$ cat src/rtl/pm_evt_pkg.sv
package pm_evt_pkg;
  localparam int STS_W    = 16;
  localparam int BIT_TMR  = 0;
  localparam int BIT_PB   = 8;
  localparam int BIT_RTC  = 10;
  localparam int BIT_OVR  = 11;
  localparam int BIT_USB  = 13;
  localparam int BIT_PCIE = 14;
  localparam int BIT_WAKE = 15;
  localparam logic [STS_W-1:0] IMPL_MASK = 16'b1110_1101_0000_0001;

  typedef enum logic [1:0] {
    DOM_PLT = 2'd0,
    DOM_RSM = 2'd1,
    DOM_RTC = 2'd2
  } rst_dom_e;

  function automatic rst_dom_e bit_domain(input int idx);
    if (idx == BIT_OVR) return DOM_RTC;
    if (idx == BIT_WAKE || idx == BIT_PB || idx == BIT_RTC) return DOM_RSM;
    return DOM_PLT;
  endfunction
endpackage

$ cat src/rtl/pm_w1c_bit.sv
module pm_w1c_bit (
  input  logic clk,
  input  logic rst,
  input  logic hw_set,
  input  logic hw_clr,
  input  logic sw_clr,
  input  logic clr_hold,
  output logic q
);
  // Order of priority: reset, forced hardware clear, hardware set, software clear.
  always_ff @(posedge clk) begin
    if (rst)                        q <= 1'b0;
    else if (hw_clr)                q <= 1'b0;
    else if (hw_set)                q <= 1'b1;
    else if (sw_clr && !clr_hold)   q <= 1'b0;
  end
endmodule

$ cat src/rtl/pm_pwrbtn_mon.sv
module pm_pwrbtn_mon #(
  parameter int OVR_CYCLES = 1000
) (
  input  logic clk,
  input  logic rst,
  input  logic btn_n,
  output logic press,
  output logic long_evt
);
  localparam int CW = $clog2(OVR_CYCLES + 1);
  localparam logic [CW-1:0] CNT_MAX  = CW'(OVR_CYCLES);
  localparam logic [CW-1:0] CNT_LAST = CW'(OVR_CYCLES - 1);

  logic          prev_n;
  logic [CW-1:0] cnt;

  always_ff @(posedge clk) begin
    if (rst) begin
      prev_n <= 1'b1;
      cnt    <= '0;
    end else begin
      prev_n <= btn_n;
      if (btn_n)               cnt <= '0;
      else if (cnt != CNT_MAX) cnt <= cnt + 1'b1;
    end
  end

  assign press    = prev_n & ~btn_n;
  assign long_evt = ~btn_n & (cnt == CNT_LAST);
endmodule

$ cat src/rtl/pm_evt_route.sv
module pm_evt_route (
  input  logic clk,
  input  logic rst,
  input  logic tmr_sts,
  input  logic ovr_sts,
  input  logic tmr_en,
  input  logic sci_en,
  output logic smi,
  output logic sci
);
  always_ff @(posedge clk) begin
    if (rst) begin
      smi <= 1'b0;
      sci <= 1'b0;
    end else begin
      smi <= tmr_sts & tmr_en & ~sci_en;
      sci <= sci_en & ((tmr_sts & tmr_en) | ovr_sts);
    end
  end
endmodule

$ cat src/rtl/pm_evt_status.sv
module pm_evt_status #(
  parameter int PCIE_SRCS  = 4,
  parameter int OVR_CYCLES = 1000
) (
  input  logic                 clk,
  input  logic                 rst_plt,
  input  logic                 rst_rsm,
  input  logic                 rst_rtc,
  input  logic                 in_sleep,
  input  logic                 wake_evt,
  input  logic                 after_loss_cfg,
  input  logic                 power_return,
  input  logic [PCIE_SRCS-1:0] pcie_src,
  input  logic                 usb_evt,
  input  logic                 rtc_alarm,
  input  logic                 pwrbtn_n,
  input  logic                 thermal_trip,
  input  logic                 tmr_ovf,
  input  logic                 tmr_en,
  input  logic                 sci_en,
  input  logic                 wr_en,
  input  logic [15:0]          wr_data,
  output logic [15:0]          status,
  output logic                 smi,
  output logic                 sci,
  output logic                 wake_req
);
  import pm_evt_pkg::*;

  logic rst_any, rst_rsw;
  logic pb_press, pb_long, ovr_evt;
  logic pcie_act, pcie_set, wake_set;
  logic [STS_W-1:0] set_v, hclr_v, hold_v, clr_v, sts_raw;
  logic [2:0]       dom_rst;

  assign rst_any = rst_plt | rst_rsm | rst_rtc;
  assign rst_rsw = rst_rsm | rst_rtc;
  assign dom_rst = {rst_rtc, rst_rsw, rst_any};

  pm_pwrbtn_mon #(.OVR_CYCLES(OVR_CYCLES)) u_btn (
    .clk(clk), .rst(rst_rsw), .btn_n(pwrbtn_n),
    .press(pb_press), .long_evt(pb_long)
  );

  assign ovr_evt  = pb_long | thermal_trip;
  assign pcie_act = |pcie_src;
  assign pcie_set = in_sleep & pcie_act;
  assign wake_set = (in_sleep & (wake_evt | pb_press)) |
                    (power_return & after_loss_cfg);
  assign clr_v    = wr_en ? wr_data : '0;

  always_comb begin
    set_v  = '0;
    hclr_v = '0;
    hold_v = '0;
    set_v[BIT_TMR]  = tmr_ovf;
    set_v[BIT_PB]   = pb_press;
    set_v[BIT_RTC]  = rtc_alarm;
    set_v[BIT_OVR]  = ovr_evt;
    set_v[BIT_USB]  = usb_evt;
    set_v[BIT_PCIE] = pcie_set;
    set_v[BIT_WAKE] = wake_set;
    hclr_v[BIT_PB]  = ovr_evt;
    hold_v[BIT_PCIE] = pcie_act;
  end

  for (genvar i = 0; i < STS_W; i++) begin : g_bit
    localparam rst_dom_e DOM = bit_domain(i);
    pm_w1c_bit u_bit (
      .clk(clk), .rst(dom_rst[DOM]), .hw_set(set_v[i]), .hw_clr(hclr_v[i]),
      .sw_clr(clr_v[i]), .clr_hold(hold_v[i]), .q(sts_raw[i])
    );
  end

  assign status = sts_raw & IMPL_MASK;

  always_ff @(posedge clk) begin
    if (rst_rsw) wake_req <= 1'b0;
    else         wake_req <= wake_set & ~sts_raw[BIT_WAKE];
  end

  pm_evt_route u_route (
    .clk(clk), .rst(rst_any), .tmr_sts(status[BIT_TMR]), .ovr_sts(status[BIT_OVR]),
    .tmr_en(tmr_en), .sci_en(sci_en), .smi(smi), .sci(sci)
  );
endmodule

$ cat config.mk
export PLATFORM = sky130hd
export DESIGN_NAME = pm_evt_status
export DESIGN_NICKNAME = d
export VERILOG_FILES = /design/src/rtl/pm_evt_pkg.sv /design/src/rtl/pm_w1c_bit.sv /design/src/rtl/pm_pwrbtn_mon.sv /design/src/rtl/pm_evt_route.sv /design/src/rtl/pm_evt_status.sv
export SDC_FILE = /design/constraint.sdc
export NUM_CORES = 1
export LEC_CHECK = 0
export BUFFER_PORTS_ARGS = -buffer_cell sky130_fd_sc_hd__buf_2
export CAP_MARGIN = 20
export CORE_ASPECT_RATIO = 0.6
export CORE_MARGIN = 2
export CORE_UTILIZATION = 35
export CTS_CLUSTER_DIAMETER = 80
export DETAILED_ROUTE_END_ITERATION = 6
export PLACE_DENSITY = 0.76
export SETUP_SLACK_MARGIN = 0.1
export SLEW_MARGIN = 25
export SYNTH_ARGS = -nofsm -noshare
export SYNTH_HDL_FRONTEND = slang
export SYNTH_SLANG_ARGS = --single-unit
$ cat constraint.sdc
create_clock -name clk -period 1.4 [get_ports clk]
set_input_delay 0.35 -clock clk [delete_from_list [all_inputs] [get_ports clk]]
set_output_delay 0.35 -clock clk [all_outputs]
set_load 0.02 [all_outputs]
# Yosys cells after proc, flatten, opt, wreduce, memory -nomap -nowiden
# Index checks and enable logic that the tools add are counted.
# W data, S select, Z words.
# word_totals
register_bits,21
output_inout_bits,19
elab_cells,61
# op_classes
n_addsub,1
eq_ne,2
n_mux,15
n_bitwise,19
reduce_logical,12
# ops
op,count
$mux W16,1
$mux W1,14
$reduce_bool A2 Y1,7
$add A10 B1 Y10 const B,1
$eq A10 B10 Y1 const B,1
$ne A10 B10 Y1 const B,1
$and A1 B1 Y1,9
$or A1 B1 Y1,7
$reduce_or A2 Y1,2
$reduce_or A4 Y1,1
$not A1 Y1,3
$logic_and A1 B1 Y1,1
$logic_not A1 Y1,1

# Logic depth before layout (Yosys ltp)
# Gate-level depths: netlist of run 1.
# logic_depth
ltp_word,6
mapped_depth,5
mapped_depth_nobuf,5

# Modules after synthesis
# Synthesis of run 1 repeated with hierarchy kept, for this count alone.
# hier_totals
hier_cells,124
hier_area_um2,1127.3
# by_module_without_submodules
mod,n_inst,cells_per_inst,area_per_inst_um2,seq_area_each_um2
pm_pwrbtn_mon,1,63,560.5,220.2
pm_w1c_bit,7,4,43.8,20.0
pm_evt_status,1,27,193.9,20.0
pm_evt_route,1,6,66.3,40.0

# Worst setup path before layout of run 1
# OpenSTA, ideal clock, no wires.
# synth_timing
path_kind,register to register
startpoint,reg u_btn.cnt[0]
endpoint,reg g_bit[8].u_bit.q
arrival_ns,1.283
setup_slack_ns,-0.004
path_stages_with_launch,5
synth_period_minus_slack_ns,1.404
cell_sequence,dfxtp_1 ha_1 nand2_1 or4b_1 nor3b_2
# synth_between
elab_chain_cells,4
# synth_lines
element,line,source
from (decl),pm_pwrbtn_mon.sv:15,logic [CW-1:0] cnt;
from (signal assigned),pm_pwrbtn_mon.sv:24,else if (cnt != CNT_MAX) cnt <= cnt + 1'b1;
$eq A10 B10 Y1,pm_pwrbtn_mon.sv:29,assign long_evt = ~btn_n & (cnt == CNT_LAST);
$and A1 B1 Y1,pm_pwrbtn_mon.sv:29,
$or A1 B1 Y1,pm_evt_status.sv:45,assign ovr_evt = pb_long | thermal_trip;
$reduce_or A2 Y1 (no source line),-,
to (signal assigned),pm_w1c_bit.sv:13,else if (hw_clr) q <= 1'b0;
to (signal assigned),pm_w1c_bit.sv:14,else if (hw_set) q <= 1'b1;
to (signal assigned),pm_w1c_bit.sv:15,else if (sw_clr && !clr_hold) q <= 1'b0;
to (decl),pm_w1c_bit.sv:8,output logic q
# Every way passes these cells.
# A chain may end at the register's enable or synchronous reset.

# Worst setup path in the final report of run 1
# layout_timing
startpoint,reg u_btn.cnt[1]
endpoint,reg g_bit[8].u_bit.q
# The elaborated chain is that of the path after synthesis.

==> results of run 1 <==
-- layout make-up --
| class | instances | share of cell area |
|---|---|---|
| Timing Repair Buffer | 48 | 0.195 |
| Tap cell | 42 | 0.0364 |
| Sequential cell | 21 | 0.307 |
| Inverter | 3 | 0.0113 |
| Multi-Input combinational cell | 89 | 0.419 |
| Clock inverter | 1 | 0.00347 |
| Clock buffer | 3 | 0.0286 |
-- synthesized netlist by cell type, types with 2 or more instances --
| cell | count |
|---|---|
| inv_1 | 2 |
| nor2b_1 | 2 |
| or4_1 | 4 |
| nand3_1 | 2 |
| ha_1 | 2 |
| nand3b_1 | 3 |
| or3_1 | 3 |
| nor2_1 | 5 |
| nor3_1 | 5 |
| o21ai_0 | 3 |
| buf_4 | 16 |
| a21oi_1 | 13 |
| o31ai_1 | 4 |
| nand2_1 | 14 |
| o21ai_1 | 3 |
| dfxtp_1 | 21 |
-- registers in the layout (all words and copies together) (netlist names) --
name / flops
u_btn.prev_n: 1
u_route.sci: 1
u_route.smi: 1
u_btn.cnt: 10
g_bit.u_bit.q: 7
wake_req: 1
-- power by group through the flow --
stage               logic (mW)  registers, mW  clock network (mW)
finish                   0.140          0.608               0.400
global route             0.153          0.610               0.433
CTS                      0.131          0.614               0.405
detailed placement       0.127          0.630                   0
global placement         0.124          0.629                   0
floorplan               0.0941          0.631                   0
-- worst max-delay path, delay by kind of cell (launching register included) --
kind                     cells  cell delay, ps
adder cells (fa/ha/maj)      1             140
AND/OR/NAND/NOR              3             690
flip-flops                   1             370
-- cell usage in the layout, fill, tap and decap left out, types with 2 or more instances in the layout --
master     n
nor2_1     5
nand3b_1   3
o21ai_0    3
o21ai_1    3
dfxtp_2    3
buf_4      9
nor2b_1    2
or4_1      3
dfxtp_1   13
conb_1     9
clkbuf_8   3
or3_1      2
nor3_1     5
buf_2     36
ha_4       2
a21oi_1   11
nand3_1    2
buf_6      3
a21oi_2    2
o31ai_1    4
dfxtp_4    5
nand2_1   12
inv_4      2
-- repair_timing --
action                     4_1_cts  5_1_grt
resized for setup                6       23
buffers inserted                 2        2
pin swaps                        2        7
setup endpoints to repair        4        9
-- cell families (layout without fill, tap and decap cells) --
group	after synthesis	in the layout	synth area share
adders and majority gates	2	2	0.0239
AOI/OAI and AO/OA	27	27	0.150
and+or+nand+nor	49	49	0.274
DFF	21	21	0.402
buffers and inverters	20	55	0.130
xor gates and xnor gates	2	2	0.0167
other	1	9	0.00359
-- layer usage --
metal | wire, um | track usage | part of all wire | vias to the layer above
met5 | 0 | 0 | 0 | -
met4 | 31 | 0.0214 | 0.012 | 0
met3 | 130 | 0.0416 | 0.052 | 8
met2 | 1240 | 0.239 | 0.49 | 45
met1 | 1100 | 0.190 | 0.44 | 498
li1 | - | - | - | 497
-- how the worst max path moves through the flow --
stage,end,depth (start not counted),start
global placement,g_bit[8].u_bit.q,4,u_btn.cnt[0]
finish,g_bit[8].u_bit.q,4,u_btn.cnt[1]
CTS,g_bit[8].u_bit.q,4,u_btn.cnt[0]
detailed placement,g_bit[8].u_bit.q,4,u_btn.cnt[0]
global route,g_bit[8].u_bit.q,4,u_btn.cnt[1]
floorplan,g_bit[8].u_bit.q,4,u_btn.cnt[1]
==> qor.yml, run 1 <==
internal_cell_power_uw: 855
detail_route.iter0.violations: 43
max_cap_viol_count: 0
dieArea_um2: 3460
regToRegSetupSlack_ps: 90
syn_area_um2: 1050
floorplan.core_area_um2: 2850
ys_seq_elements: 21
setup.worst_path.end_class: "register"
postLayoutCellArea_um2: 1440
critical-path-slowest-cell: "or4b_4"
tritoncts: "done"
syn-mean-instance-area_um2: 8.57
netlist.area_leader.share: 0.402
share_of_layout_cells_above_drive_strength_1: 0.473
finalCoreUtilization: 0.506
worst-r2r-cell-count: 4
final_cells: 207
finalCritPeriodShare: 0.937
final-hold-violation-count: 0
outcome: "completed"
final_net_count: 204
p_sw_uw: 293
hold_path_class: "input pin to register"
fmax_mhz: 762
clock_path_buffers: 2
synthesis.yosys.warnings: 0
grt_antenna_before_repair: 0
worstPathArrival_ps: 1470
rsz0062_at_grt: "yes"
nFillCells: 285
power_density_nw_per_um2: 795
synth_cell_types: 36
worst_setup_hold_path_clk_slew_ps: 80
n_antenna_cell: 0
sequentialPowerShare: 0.530
groute.usage.overall: 0.144
reg2reg_to: "g_bit[8].u_bit.q"
height_of_the_die_um: 46.3
synth_seq_area_share: 0.402
synth_top_cells_by_area: "dfxtp_1 (40%), buf_4 (11%), a21oi_1 (6.2%)"
leakage_power_nw: 0.607
port_buffers: 36
synth_edf_count: 0
grt_max_degree: 13
die_w_um: 74.6
postSynth.topFlopCell: "dfxtp_1"
drc: 0
sequential_cell_area_um2: 443
detailedPlace.worstSlack_ps: 6.02
area_grow_syn2layout_pct: 38.0
htree_num_levels: 1
crit_fanout: 3
number_of_global_route_vias_before_repair: 859
setup_total_negative_slack_ps: 0
clockPowerShare: 0.348
routedWlPerCell_um: 12.1
final_max_slew_viol_count: 0
grt_first_pass_wirelength_um: 3780
clock_insertion_delay_worst_skew_ps: 260
post_synth_inst_count: 122
dpl-instance-area_um2: 1260
worst_hold_slack_after_final_layout_ps: 250
vdd_ir_drop_max_mv: 0.467
power.combinational.fraction: 0.122
fp-row-count: 15
worst_hold_path.num_cells: 2
timing.final.setup_violations: 0
start_kind: "register"
worst_ep_required_time_ps: 1560
routed-via-count: 1048
post-layout-total-power_mw: 1.15
netSwitchingFraction: 0.255
setup.worst_path.class: "register to register"
max_stage_delay_ps: 480
timing.hold.worst.start: "sci_en"
post_drt_via_cell_ratio: 5.06
multi_input_comb_area_um2: 604
finalCriticalPeriod_ps: 1310
gp_routability_congestion: 0.697
cts-root-buf: "clkbuf_8"
source_of_the_worst_register_to_register_timing_path: "u_btn.cnt[1]"
place.detailed.hpwl_um: 1850
final.setup_skew_ps: 4.77
list_of_cells_traversed_by_the_critical_path: "ha_4 -> nand2_4 -> or4b_4 -> nor3b_2"
route.antenna.remaining_nets: 0
drt_wl_total_um: 2500
cts_made_buffers: 3
cts-hold-fix-buffers: 0
gr-total-overflow: 0
dr.pass1.iters: 5
min_delay_worst_endpoint: "u_route.smi"
clock-sinks: 21
async_sr_flop_fraction: 0
finalWorstSetupSlack_ps: 88.5
initial_core_util: 0.367
synth.largest_area_cell: "dfxtp_1"
placed_cells: 199
count_of_pins_on_the_block_boundary: 55
Note: power is estimated with default switching activity, not from simulation.
==> inputs of run 2 (changes only) <==
--- a/config.mk
+++ b/config.mk
@@ -9,10 +9,11 @@
 export CAP_MARGIN = 20
 export CORE_ASPECT_RATIO = 0.6
 export CORE_MARGIN = 2
-export CORE_UTILIZATION = 35
+export CORE_UTILIZATION = 39
 export CTS_CLUSTER_DIAMETER = 80
 export DETAILED_ROUTE_END_ITERATION = 6
-export PLACE_DENSITY = 0.76
+export GPL_TIMING_DRIVEN = 1
+export PLACE_DENSITY = 0.83
 export SETUP_SLACK_MARGIN = 0.1
 export SLEW_MARGIN = 25
 export SYNTH_ARGS = -nofsm -noshare
==> qor.yml, run 2 (same netlist as run 1, synthesis figures left out) <==
outcome: "completed"
grt_max_degree: 12  # -1
share_of_layout_cells_above_drive_strength_1: 0.439  # -0.0337
clock_path_buffers: 2  # unchanged
htree_num_levels: 1  # unchanged
flip_flop_count_of_the_largest_register_after_layout: 10  # unchanged
clockPowerShare: 0.350  # +0.002
leakage_power_nw: 0.594  # -2.2%
worstPathArrival_ps: 1480  # about the same
crit_fanout: 4  # +1
rsz0062_at_grt: "yes"
worst-r2r-cell-count: 3  # -1
setup.worst_path.end_class: "register"
reg2reg_to: "g_bit[8].u_bit.q"
list_of_cells_traversed_by_the_critical_path: "nand4_4 -> or4b_4 -> nor3b_2"
die_w_um: 70.9  # -5.0%
p_sw_uw: 291  # -0.63%
timing.final.setup_violations: 0  # unchanged
leading_cell_type_in_the_layout_fill_and_taps_excluded: "buf_2"
finalCriticalPeriod_ps: 1330  # +15.9 ps
max_stage_delay_ps: 550  # +70 ps
min_delay_worst_endpoint: "u_route.smi"
worst_ep_required_time_ps: 1550  # about the same
port_buffers: 36  # unchanged
cts-root-buf: "clkbuf_8"
timing.hold.worst.start: "sci_en"
finalCritPeriodShare: 0.948  # +0.0114
dieArea_um2: 3130  # -9.6%
fp-row-count: 14  # -1
detail_route.iter0.violations: 43  # unchanged
sequentialPowerShare: 0.530  # about the same
initial_core_util: 0.415  # +0.0480
area_grow_syn2layout_pct: 33.7
final_max_slew_viol_count: 0  # unchanged
route.antenna.remaining_nets: 0  # unchanged
fmax_mhz: 753  # -1.2%
power_density_nw_per_um2: 823  # +3.5%
floorplan.core_area_um2: 2520  # -12%
regToRegSetupSlack_ps: 70  # -20 ps
clock-sinks: 21  # unchanged
tritoncts: "done"
hold_path_class: "input pin to register"
setup.worst_path.class: "register to register"
source_of_the_worst_register_to_register_timing_path: "u_btn.cnt[8]"
worst_setup_hold_path_clk_slew_ps: 80  # about the same
post_drt_via_cell_ratio: 5.12  # +1.1%
count_of_pins_on_the_block_boundary: 55  # unchanged
worst_hold_slack_after_final_layout_ps: 255  # +4.72 ps
nFillCells: 244  # -14%
groute.usage.overall: 0.161  # +0.0172
gp_routability_congestion: 0.817  # +17%
max_flop_register: "u_btn.cnt"
routedWlPerCell_um: 13.4  # +11%
power.combinational.fraction: 0.120  # -0.002
grt_antenna_before_repair: 0  # unchanged
critPathBufInv: 0  # unchanged
finalWorstSetupSlack_ps: 72.6  # -15.9 ps
drt_wl_total_um: 2630  # +5.2%
critical-path-slowest-cell: "or4b_4"
post-layout-total-power_mw: 1.15  # +0.27%
detailedPlace.worstSlack_ps: -8.74  # -14.8 ps
height_of_the_die_um: 44.1  # -4.8%
max_cap_viol_count: 0  # unchanged
n_antenna_cell: 0  # unchanged
routed-via-count: 1003  # -4.3%
final_net_count: 203  # -0.49%
worst_hold_path.num_cells: 2  # unchanged
drc: 0  # unchanged
reg_top3: "u_btn.cnt: 10 flops, g_bit.u_bit.q: 7 flops"
place.detailed.hpwl_um: 1960  # +5.8%
vdd_ir_drop_max_mv: 0.404  # -14%
netSwitchingFraction: 0.253  # -0.00228
internal_cell_power_uw: 860  # +0.58%
setup_total_negative_slack_ps: 0  # unchanged
gr-total-overflow: 0  # unchanged
number_of_global_route_vias_before_repair: 916  # +6.6%
cts-hold-fix-buffers: 0  # unchanged
grt_first_pass_wirelength_um: 3980  # +5.3%
final.setup_skew_ps: 2.54  # -2.23 ps
start_kind: "register"
final-hold-violation-count: 0  # unchanged
cts_made_buffers: 3  # unchanged
timing.critical_path.max_delay_family: "simple AND/OR/NAND/NOR gates"
clock_insertion_delay_worst_skew_ps: 260  # about the same
layout.cells.most_common_list: "buf_2 (36), nand2_1 (13), dfxtp_1 (13)"
dr.pass1.iters: 4  # -1
run 2: cell count changes in the layout (fill, tap and decap cells not counted), sizes merged:
cell and delta:
buf -1, clkinv -1, clkbuf +1
run 2: what timing repair did:
action	CTS	global route
setup endpoints to repair	4	8
gates resized for setup	5	17
setup buffers	2	1
pin swaps	0	4
run 2: how the worst max path moves through the flow:
stage,start,endpoint,depth (start not counted)
floorplan,u_btn.cnt[1],g_bit[8].u_bit.q,4
global placement,u_btn.cnt[0],g_bit[8].u_bit.q,4
detailed placement,u_btn.cnt[0],g_bit[8].u_bit.q,4
CTS,u_btn.cnt[0],g_bit[8].u_bit.q,4
global route,u_btn.cnt[1],u_btn.cnt[1],6
finish,u_btn.cnt[8],g_bit[8].u_bit.q,3
run 2: metal layers:
layer / up-vias / GRT usage / part of all wire
met5: - / 0 / 0
met1: 473 / 0.213 / 0.47
li1: 497 / - / -
met3: 4 / 0.0387 / 0.042
met2: 29 / 0.264 / 0.48
met4: 0 / 0.0528 / 0.013
run 2: cell type report:
type,instances,area [um2],share of cell area
Tap cell,32,40.0,0.0286
Timing Repair Buffer,47,270,0.193
Sequential cell,21,440,0.315
Clock buffer,4,45.0,0.0322
Inverter,3,11.3,0.00805
Multi-Input combinational cell,89,592,0.423
run 2: power groups by stage:
stage | Combinational (mW) | Clock (mW) | Sequential, mW
after CTS | 0.132 | 0.413 | 0.612
after global routing | 0.151 | 0.430 | 0.613
after global placement | 0.123 | 0 | 0.630
final | 0.138 | 0.403 | 0.610
after floorplan | 0.0941 | 0 | 0.631
after detailed placement | 0.128 | 0 | 0.630
run 2: metrics by stage:
stage / instance area, um2 / cells / util
final: 1400 / 196 / 0.555
after global routing: 1400 / 196 / 0.555
after CTS: 1320 / 195 / 0.524
after detailed placement: 1250 / 189 / 0.496
after global placement: 1250 / 189 / 0.496
after floorplan: 1100 / 130 / -
